**src/rtl/skr_pkg.sv**
```systemverilog
package skr_pkg;

    localparam int KEY_W = 4;

    localparam logic [KEY_W-1:0] KEY_DIGIT_MAX = 4'd9;
    localparam logic [KEY_W-1:0] KEY_MINUS     = 4'd10;
    localparam logic [KEY_W-1:0] KEY_COMMIT    = 4'd11;

    typedef enum logic [1:0] {
        ACT_NONE   = 2'd0,
        ACT_DIGIT  = 2'd1,
        ACT_MINUS  = 2'd2,
        ACT_COMMIT = 2'd3
    } key_act_e;

    function automatic key_act_e decode_key(input logic [KEY_W-1:0] code);
        key_act_e act;
        if (code <= KEY_DIGIT_MAX) begin
            act = ACT_DIGIT;
        end else if (code == KEY_MINUS) begin
            act = ACT_MINUS;
        end else if (code == KEY_COMMIT) begin
            act = ACT_COMMIT;
        end else begin
            act = ACT_NONE;
        end
        return act;
    endfunction

endpackage

```
**src/rtl/skr_entry.sv**
```systemverilog
module skr_entry
    import skr_pkg::*;
#(
    parameter int DIGITS      = 3,
    parameter int HOLD_CYCLES = 22500,
    localparam int MOD        = 10 ** DIGITS,
    localparam int VAL_W      = $clog2(MOD),
    localparam int WIDE_W     = VAL_W + 4,
    localparam int HOLD_W     = $clog2(HOLD_CYCLES + 1)
) (
    input  logic             clk,
    input  logic             rst_n,
    input  logic             key_valid,
    input  logic [KEY_W-1:0] key_code,
    output logic [VAL_W-1:0] pend_val,
    output logic             pend_neg,
    output logic             ready,
    output logic             commit,
    output logic [VAL_W-1:0] commit_val,
    output logic             commit_neg
);

    typedef struct packed {
        logic [VAL_W-1:0]  val;
        logic              neg;
        logic [HOLD_W-1:0] hold;
    } entry_t;

    entry_t           e_d, e_q;
    key_act_e         act;
    logic             accept;
    logic [WIDE_W-1:0] shifted;

    always_comb begin
        e_d     = e_q;
        act     = decode_key(key_code);
        accept  = key_valid && (e_q.hold == '0) && (act != ACT_NONE);
        shifted = WIDE_W'(e_q.val) * WIDE_W'(10) + WIDE_W'(key_code);
        commit  = 1'b0;

        if (e_q.hold != '0) begin
            e_d.hold = e_q.hold - HOLD_W'(1);
        end

        if (accept) begin
            e_d.hold = HOLD_W'(HOLD_CYCLES);
            unique case (act)
                ACT_DIGIT:  e_d.val = VAL_W'(shifted % WIDE_W'(MOD));
                ACT_MINUS:  e_d.neg = 1'b1;
                ACT_COMMIT: begin
                    commit  = 1'b1;
                    e_d.val = '0;
                    e_d.neg = 1'b0;
                end
                default: ;
            endcase
        end
    end

    always_ff @(posedge clk or negedge rst_n) begin
        if (!rst_n) begin
            e_q <= '0;
        end else begin
            e_q <= e_d;
        end
    end

    assign pend_val   = e_q.val;
    assign pend_neg   = e_q.neg;
    assign ready      = (e_q.hold == '0);
    assign commit_val = e_q.val;
    assign commit_neg = e_q.neg;

endmodule

```
**src/rtl/skr_scale.sv**
```systemverilog
module skr_scale #(
    parameter int VAL_W         = 10,
    parameter int SPEED_W       = 6,
    parameter int SPEED_MAX     = 63,
    parameter int MUL           = 5061,
    parameter int SHIFT         = 16,
    parameter int ROUND_NEAREST = 1,
    localparam int MUL_W        = $clog2(MUL + 1),
    localparam int PROD_W       = VAL_W + MUL_W + 1
) (
    input  logic [VAL_W-1:0]   rpm,
    output logic [SPEED_W-1:0] units
);

    logic [PROD_W-1:0] bias;
    logic [PROD_W-1:0] prod;
    logic [PROD_W-1:0] quot;

    generate
        if (ROUND_NEAREST != 0) begin : g_nearest
            assign bias = PROD_W'(1) << (SHIFT - 1);
        end else begin : g_truncate
            assign bias = '0;
        end
    endgenerate

    always_comb begin
        prod  = PROD_W'(rpm) * PROD_W'(MUL);
        quot  = (prod + bias) >> SHIFT;
        units = (quot > PROD_W'(SPEED_MAX)) ? SPEED_W'(SPEED_MAX) : SPEED_W'(quot);
    end

endmodule

```
**src/rtl/skr_ramp.sv**
```systemverilog
module skr_ramp #(
    parameter int SPEED_W  = 6,
    parameter int INT_BASE = 19,
    parameter int INT_DIV  = 9,
    localparam int S_W     = SPEED_W + 1,
    localparam int CNT_W   = $clog2(INT_BASE + 1)
) (
    input  logic               clk,
    input  logic               rst_n,
    input  logic               tick,
    input  logic               load,
    input  logic [SPEED_W-1:0] load_mag,
    input  logic               load_neg,
    output logic [SPEED_W-1:0] target_mag,
    output logic               target_neg,
    output logic [SPEED_W-1:0] speed_mag,
    output logic               speed_neg
);

    localparam logic signed [S_W-1:0] ONE = S_W'(1);

    typedef struct packed {
        logic [S_W-1:0]   tgt;
        logic [S_W-1:0]   spd;
        logic [CNT_W-1:0] cnt;
    } ramp_t;

    ramp_t                 r_d, r_q;
    logic signed [S_W-1:0] spd_q, tgt_q, load_s;
    logic [CNT_W-1:0]      interval;
    logic [CNT_W-1:0]      cnt_inc;

    always_comb begin
        spd_q  = $signed(r_q.spd);
        tgt_q  = $signed(r_q.tgt);
        load_s = $signed({1'b0, load_mag});
        if (load_neg) begin
            load_s = -load_s;
        end

        speed_mag  = spd_q[S_W-1] ? SPEED_W'(-spd_q) : SPEED_W'(spd_q);
        speed_neg  = spd_q[S_W-1];
        target_mag = tgt_q[S_W-1] ? SPEED_W'(-tgt_q) : SPEED_W'(tgt_q);
        target_neg = tgt_q[S_W-1];

        interval = CNT_W'(INT_BASE - int'(speed_mag) / INT_DIV);
        cnt_inc  = r_q.cnt + CNT_W'(1);

        r_d = r_q;
        if (spd_q == tgt_q) begin
            r_d.cnt = '0;
        end else if (tick) begin
            if (cnt_inc >= interval) begin
                r_d.cnt = '0;
                r_d.spd = (spd_q < tgt_q) ? (spd_q + ONE) : (spd_q - ONE);
            end else begin
                r_d.cnt = cnt_inc;
            end
        end

        if (load) begin
            r_d.tgt = load_s;
        end
    end

    always_ff @(posedge clk or negedge rst_n) begin
        if (!rst_n) begin
            r_q <= '0;
        end else begin
            r_q <= r_d;
        end
    end

endmodule

```
**src/rtl/speed_entry_ramp.sv**
```systemverilog
module speed_entry_ramp
    import skr_pkg::*;
#(
    parameter int DIGITS        = 3,
    parameter int HOLD_CYCLES   = 22500,
    parameter int SPEED_W       = 6,
    parameter int SPEED_MAX     = 63,
    parameter int INT_BASE      = 19,
    parameter int INT_DIV       = 9,
    parameter int SCALE_MUL     = 5061,
    parameter int SCALE_SHIFT   = 16,
    parameter int ROUND_NEAREST = 1,
    localparam int VAL_W        = $clog2(10 ** DIGITS)
) (
    input  logic               clk,
    input  logic               rst_n,
    input  logic               key_valid,
    input  logic [3:0]         key_code,
    input  logic               tick,
    output logic [VAL_W-1:0]   pend_val,
    output logic               pend_neg,
    output logic               ready,
    output logic [SPEED_W-1:0] target_mag,
    output logic               target_neg,
    output logic [SPEED_W-1:0] speed_mag,
    output logic               speed_neg
);

    logic               commit;
    logic [VAL_W-1:0]   commit_val;
    logic               commit_neg;
    logic [SPEED_W-1:0] commit_units;

    skr_entry #(
        .DIGITS      (DIGITS),
        .HOLD_CYCLES (HOLD_CYCLES)
    ) u_entry (
        .clk        (clk),
        .rst_n      (rst_n),
        .key_valid  (key_valid),
        .key_code   (key_code),
        .pend_val   (pend_val),
        .pend_neg   (pend_neg),
        .ready      (ready),
        .commit     (commit),
        .commit_val (commit_val),
        .commit_neg (commit_neg)
    );

    skr_scale #(
        .VAL_W         (VAL_W),
        .SPEED_W       (SPEED_W),
        .SPEED_MAX     (SPEED_MAX),
        .MUL           (SCALE_MUL),
        .SHIFT         (SCALE_SHIFT),
        .ROUND_NEAREST (ROUND_NEAREST)
    ) u_scale (
        .rpm   (commit_val),
        .units (commit_units)
    );

    skr_ramp #(
        .SPEED_W  (SPEED_W),
        .INT_BASE (INT_BASE),
        .INT_DIV  (INT_DIV)
    ) u_ramp (
        .clk        (clk),
        .rst_n      (rst_n),
        .tick       (tick),
        .load       (commit),
        .load_mag   (commit_units),
        .load_neg   (commit_neg),
        .target_mag (target_mag),
        .target_neg (target_neg),
        .speed_mag  (speed_mag),
        .speed_neg  (speed_neg)
    );

endmodule

```
**config.mk**
```make
export PLATFORM = sky130hd
export DESIGN_NAME = speed_entry_ramp
export DESIGN_NICKNAME = d
export VERILOG_FILES = /design/src/rtl/skr_pkg.sv /design/src/rtl/skr_entry.sv /design/src/rtl/skr_scale.sv /design/src/rtl/skr_ramp.sv /design/src/rtl/speed_entry_ramp.sv
export SDC_FILE = /design/constraint.sdc
export NUM_CORES = 1
export LEC_CHECK = 0
export ABC_CLOCK_PERIOD_IN_PS = 12300
export BUFFER_PORTS_ARGS = -buffer_cell sky130_fd_sc_hd__buf_2
export CAP_MARGIN = 20
export CORE_UTILIZATION = 45
export DETAILED_ROUTE_END_ITERATION = 16
export GPL_TIMING_DRIVEN = 0
export PLACE_DENSITY = 0.67
export SYNTH_ARGS = -nofsm -noshare
export SYNTH_HDL_FRONTEND = slang
export SYNTH_SLANG_ARGS = --single-unit
```
**constraint.sdc**
```tcl
create_clock -name clk -period 12.3 [get_ports clk]
set_input_delay 0.615 -clock clk [delete_from_list [all_inputs] [get_ports clk]]
set_output_delay 0.615 -clock clk [all_outputs]
set_load 0.01 [all_outputs]
```
==> results of run 1 <==
-- stage by stage --
stage	worst slack (ns)	instance area, um^2	std cells
after floorplan	6.39	6840	795
after global placement	5.69	7230	1012
after detailed placement	5.71	7230	1012
after CTS	5.63	7410	1020
after global routing	5.15	7430	1021
final	5.71	7430	1021
-- worst max-delay path: cells and delay by family (launching register included) --
kind / cells / cell delay (ns)
compound gates: 10 / 2.13
fa+ha+maj: 7 / 2.80
simple gates: 3 / 0.52
buf+inv: 3 / 0.29
flops: 1 / 0.68
-- power by group --
group / leakage [nW] / switching (mW) / total, mW / internal, mW
Clock: 0.0831 / 0.0538 / 0.155 / 0.101
Sequential: 0.545 / 0.0264 / 0.194 / 0.168
Combinational: 3.20 / 0.269 / 0.488 / 0.219
-- registers in the layout, summed over array words and instances (netlist names) --
name	count
u_entry.e_q	15
u_entry.commit_val	10
u_ramp.spd_q	7
u_ramp.tgt_q	7
u_ramp.r_q	5
u_entry.commit_neg	1
-- area by class of cell --
class                           count  area share, %
Multi-Input combinational cell    650           71.0
Clock inverter                      2          0.505
Timing Repair Buffer               34           2.49
Tap cell                          184           3.10
Clock buffer                        6           1.87
Sequential cell                    45           15.2
Buffer                             26           2.11
Inverter                           74           3.74
-- kinds of logic after synthesis --
kind of cell | count (synthesis)
compound gates | 195
xor+xnor | 64
fa+ha+maj | 141
buf+inv | 100
flops | 45
mux | 12
simple gates | 238
-- cell usage after synthesis, types with 7 or more instances --
cell      instances  area (um^2)
a211oi_1         10         75.1
a21o_1           18          135
a21oi_1          42          210
and2_1            9         56.3
and3_1            8         50.1
buf_4            12         90.1
clkbuf_1          7         26.3
dfrtp_1          45         1130
fa_1             30          601
ha_1            110         1380
inv_1            74          278
nand2_1          64          240
nand2b_1         14         87.6
nand3_1          22          110
nand4_1           9         56.3
nor2_1           49          184
nor3_1           15         75.1
nor4_1            8         50.1
o21a_1            7         52.6
o21ai_0          40          200
o31ai_1          10         75.1
or3_1            11         68.8
xnor2_1          38          333
xor2_1           25          219
-- per-layer routing --
metal,GRT usage (%),up-vias
met5,0,-
met4,4.16,0
met3,1.16,14
met2,34.0,74
met1,25.5,2652
li1,-,2931
-- worst paths after layout --
kind / from / endpoint / cells past startpoint
max: u_entry.commit_val[1] / u_ramp.tgt_q[6] / 23
min: rst_n / u_ramp.tgt_q[0] / 1
max reg2reg: u_entry.commit_val[1] / u_ramp.tgt_q[6] / 23
min reg2reg: u_entry.e_q[13] / u_entry.e_q[13] / 1
max in group asynchronous: rst_n / u_entry.commit_val[8] / 2
min in group clk: u_entry.e_q[13] / u_entry.e_q[13] / 1
==> results.toml, run 1 <==
[sta]
layout_min_cycle_time_ns = 6.59
finalClockSkew_ns = 0.00558
rsz0062_at_grt = "false"
relSlewSlack_pct = 49.5
drv_slew = 0
fmax_mhz = 152
max_slew.worst_pin.slew_ns = 0.752
setup-violations-final = 0
final_hold_viol_count = 0
fin_crit_sh_pct = 53.6
whs_ns = 0.148
setup_tns_ns = 0

[cells_and_area]
fin_util_pct = 50.5
regArea_um2 = 1130
fillers = 1401
drive_above_1_share_pct = 11.1
nNetsFinal = 984
final_cell_mix = "ha_1, inv_1, nand2_1, nor2_1, dfrtp_1"
syn_to_final_growth_pct = 8.66
final_common_cell = "ha_1"
diodes = 0
multiInputGateArea_um2 = 5280

[drt]
routed_wirelength_um = 14100
drc = 2
drt_iter0_drc = 210
met3WireLength_um = 182
met2_length_um = 6730
wire_per_inst_um = 13.8
antenna_left = 0
via_count = 5671
via_per_inst = 5.55
firstDrtPassIters = 12
route.layer.met1.wl_um = 6980
highest_layer = "met4"

[grt]
track_usage_pct = 19.1
antenna_found_initial = 0
grt_start_max_net_pins = 46
grt_pass1_vias = 5433
grt_pass1_wl_um = 25300
grt.overflow.total = 0

[die]
rows = 44
core_area_um2 = 14700
die-height_um = 125
dieArea_um2 = 15700
initial_utilization_pct = 46.5
dieWidth_um = 125
top_level_ports = 34

[yosys]
netlist-cell-type-count = 78
yosys_warnings = 0
syn_nets = 943
synth_area_um2 = 6840
synthFlopType = "dfrtp_1"
synth.avg_cell_area_um2 = 8.60
synth_seq_cells = 45
synth_top_family_by_area = "adder cells"
synth_edf_count = 0
synthArstFlopShare_pct = 100
synthSimpleGateAreaFrac_pct = 17.8
ys_seq_area_share_pct = 16.5
synthXorXnorAreaFrac_pct = 8.31
postSynthCellCount = 795
synthAdderAreaFrac_pct = 29.1
synth_compound_area_share_pct = 20.1
synth.area.mux_share_pct = 1.87

[worst_hold_path]
holdCritPathClass = "in2async"

[power_and_ir_drop]
p_total_uw = 837
p_leak_nw = 3.83
p_per_area_nw_per_um2 = 113
ir_drop_mv = 0.0944

[cts]
cts_buffer_depth = 2
cts_tree = "yes"
clock-sinks = 45
clk_pin_slew_ns = 0.06
cts_inserted_buffers = 5
cts_resized = 0
cts_root_buf = "clkbuf_16"
clkLatencyLatePin_ns = 0.28
cts_setup_buffers = 0
h-tree-depth = 2
hold_buffers = 0

[placement]
place.gp.congestion = 0.895
hpwl_um = 11400
numPortBuffers = 33

[critical_path]
critPathSlowestCell = "dfrtp_1"
required_ns = 12.45
start_kind = "register"
slowest_delay_ns = 0.68
critPathMaxFanout = 11
end_kind = "register"
crit_type = "reg2reg"
cp_cell_sequence = "fa_1 > ha_1 > inv_1 > fa_1 > inv_1 > fa_1 > fa_1 > ha_1 > a21o_1 > a21o_1 > a21o_1 > a21o_1 > a21o_1 > a21o_1 > a31oi_1 > o21ai_0 > o41a_1 > clkbuf_1 > nor2_1 > ha_1 > nand2_1 > nor4_1 > o22ai_1"
crit_top_cell = "a21o_1"
reg2reg_slack_ns = 5.71
crit_arrival_ns = 6.75

[flow_run]
cap_violations = 0

[run_status]
status = "finished, violations left"
violations = "DRC"
No activity file was read; power rests on OpenSTA's default activity.
==> run 2: changes to the inputs <==
--- a/config.mk
+++ b/config.mk
@@ -5,7 +5,8 @@
 export SDC_FILE = /design/constraint.sdc
 export NUM_CORES = 1
 export LEC_CHECK = 0
-export ABC_CLOCK_PERIOD_IN_PS = 12300
+export ABC_AREA = 1
+export ABC_CLOCK_PERIOD_IN_PS = 6270
 export BUFFER_PORTS_ARGS = -buffer_cell sky130_fd_sc_hd__buf_2
 export CAP_MARGIN = 20
 export CORE_UTILIZATION = 45
==> constraint.sdc (replaced) <==
create_clock -name clk -period 6.27 [get_ports clk]
set_input_delay 0.3135 -clock clk [delete_from_list [all_inputs] [get_ports clk]]
set_output_delay 0.3135 -clock clk [all_outputs]
set_load 0.01 [all_outputs]
==> run 2 against run 1 <==
Against the previous run: the run still ends with DRC left; cell count rose by 16%; die area rose by 0.26%; global-route usage rose by 0.30 points; design area rose by 1.5%; combinational power rose by 110%; highest routed layer unchanged; clock skew rose by 0.00060 ns.
==> results.toml, run 2 <==
[cts]
h-tree-depth = 2
cts_root_buf = "clkbuf_16"
clock-sinks = 45
clkLatencyLatePin_ns = 0.28
cts_inserted_buffers = 5
cts_tree = "yes"
cts_buffer_depth = 2
clk_pin_slew_ns = 0.06

[worst_hold_path]
min-delay-start = "key_code[0]"
whs_endpoint = "u_entry.commit_val[0]"
hold-path-cell-count = 3
holdCritPathClass = "in2reg"

[yosys]
synthArstFlopShare_pct = 100
post-synth-top-count-cell = "nand2_1"
synthFlopType = "dfrtp_1"
synth_edf_count = 0
netlist_top_cells_area = "ha_1, dfrtp_1, nand2_1"
yosys_warnings = 0
netlist-cell-type-count = 46
synth_seq_cells = 45
ys_seq_area_share_pct = 16.4
syn_nets = 1104
synth_top_cell_by_area = "ha_1"
synth.avg_cell_area_um2 = 7.17
postSynthCellCount = 956
ys_top_cells_by_count = "nand2_1, inv_1, ha_1"
synth_area_um2 = 6850
yosysTopAreaCellShare_pct = 20.1

[power_and_ir_drop]
p_leak_nw = 4.24
clkPwrFrac_pct = 17.9
p_per_area_nw_per_um2 = 228
p_sw_share_pct = 45.9
combPwrFrac_pct = 60.3
p_total_mw = 1.72
ir_drop_mv = 0.192
pwr-share-seq_pct = 21.7
switchingPower_uw = 789
power.internal_uw = 931

[critical_path]
start_kind = "register"
crit_type = "reg2reg"
critPathMaxFanout = 5
crit_top_cell = "nand2_1"
crit_arrival_ns = 5.93
rr_endpoint = "u_ramp.tgt_q[4]"
end_kind = "register"
r2r-start = "u_entry.commit_val[1]"
required_ns = 6.42
rr_worst_depth = 30
critPathSlowestCell = "dfrtp_4"
reg2reg_slack_ns = 0.49
slowest_delay_ns = 0.51

[cells_and_area]
largest_reg_flops = 15
final_cell_mix = "nand2_1, inv_1, ha_1, nand3_1, nor2_1"
syn_to_final_growth_pct = 9.97
drive_above_1_share_pct = 13.4
nNetsFinal = 1152
final_cell_area_um2 = 7540
final_common_cell = "nand2_1"
diodes = 0
regMostFlops = "u_entry.e_q"
stdcell_count = 1189

[sta]
max_slew.worst_pin.slew_ns = 0.571
drv_slew = 0
setup_ws_ns = 0.492
setup_tns_ns = 0
fmax_mhz = 173
fin_crit_sh_pct = 92.1
final_hold_viol_count = 0
setup-violations-final = 0
layout_min_cycle_time_ns = 5.78
rsz0062_at_grt = "false"
relSlewSlack_pct = 61.8
finalClockSkew_ns = 0.00618

[grt]
grt-busiest-layer = "met2"
use_met3_pct = 1.63
grt.overflow.total = 0
use_met2_pct = 34.8
grt_pass1_vias = 5853
antenna_found_initial = 0
track_usage_pct = 19.4
grt_pass1_wl_um = 25900
use_met1_pct = 25.8
grt_start_max_net_pins = 46

[placement]
place.gp.congestion = 0.851
postPlaceCellArea_um2 = 7250
numPortBuffers = 33
dp.cells = 1173
hpwl_um = 11600
pre_cts_slack_ns = 0.0939

[die]
die-height_um = 125
core_area_um2 = 14700
rows = 44
top_level_ports = 34
dieWidth_um = 125
initial_utilization_pct = 46.6
dieArea_um2 = 15700

[run_status]
status = "finished, violations left"
violations = "DRC"

[drt]
drt_iter0_drc = 241
antenna_left = 0
firstDrtPassIters = 12
via_count = 5946
routed_wirelength_um = 14000
wire_per_inst_um = 11.8
via_per_inst = 5.00
drc = 1

[flow_run]
cap_violations = 0
-- run 2: changes by cell type after synthesis, moves of 14 or more --
cell	delta
xnor2_1	-34
nand3_1	+50
nand2_2	+17
nand2_1	+138
inv_1	+104
nand2b_1	-14
-- run 2: worst max path at each step --
stage                     startpoint              end  slack [ns]  cells past startpoint
4_1_cts        u_entry.commit_val[1]  u_ramp.tgt_q[4]        0.08                     30
2_1_floorplan  u_entry.commit_val[1]  u_ramp.tgt_q[4]        0.85                     30
5_1_grt        u_entry.commit_val[1]  u_ramp.tgt_q[4]        0.01                     30
3_3_place_gp   u_entry.commit_val[1]  u_ramp.tgt_q[4]        0.19                     30
3_5_place_dp   u_entry.commit_val[1]  u_ramp.tgt_q[4]        0.09                     30
6_report       u_entry.commit_val[1]  u_ramp.tgt_q[4]        0.49                     30
-- run 2: cells by family after synthesis --
logic type	Yosys count	share of synthesized area, %
simple gates	417	28.3
compound gates	116	10.2
buf+inv	205	11.9
fa+ha+maj	140	28.8
flops	45	16.4
xor+xnor	33	4.33
-- run 2: repair_timing --
item / in CTS / in global routing
gates resized for setup: 0 / 12
hold endpoints to repair: 0 / 4
hold buffers: 0 / 1
buffers inserted: 0 / 6
endpoints found under the setup margin: 0 / 6
-- run 2: power groups by stage --
stage | registers [mW] | clock network, mW | logic [mW]
after global routing | 0.381 | 0.326 | 1.22
after detailed placement | 0.380 | 0 | 1.03
after global placement | 0.378 | 0 | 1.01
final | 0.374 | 0.308 | 1.04
after CTS | 0.374 | 0.314 | 1.04
after floorplan | 0.368 | 0 | 0.813
-- run 2: layer usage --
| layer | vias to the layer above | wire [um] |
|---|---|---|
| li1 | 3174 | - |
| met1 | 2703 | 7020 |
| met2 | 61 | 6610 |
| met3 | 8 | 304 |
| met4 | 0 | 87 |
| met5 | - | 0 |
-- run 2: layout make-up --
type,instances,area (um^2)
Clock inverter,2,37.5
Timing Repair Buffer,41,240
Buffer,14,97.6
Inverter,191,717
Multi-Input combinational cell,706,4940
Tap cell,184,230
Clock buffer,6,139
Sequential cell,45,1130
Fill cell,1454,7160
-- run 2: per-stage QoR --
step	hold slack (ns)	util (%)
after floorplan	0.0179	-
after global placement	0.458	49.3
after detailed placement	0.461	49.3
after CTS	0.239	50.5
after global routing	0.357	51.3
final	0.324	51.3
-- run 2: worst max-delay path: cells and delay by family, from the launching register on --
| family | cells | cell delay, ns |
|---|---|---|
| simple gates | 14 | 1.43 |
| flops | 1 | 0.51 |
| fa+ha+maj | 7 | 2.69 |
| buf+inv | 2 | 0.11 |
| compound gates | 7 | 0.91 |
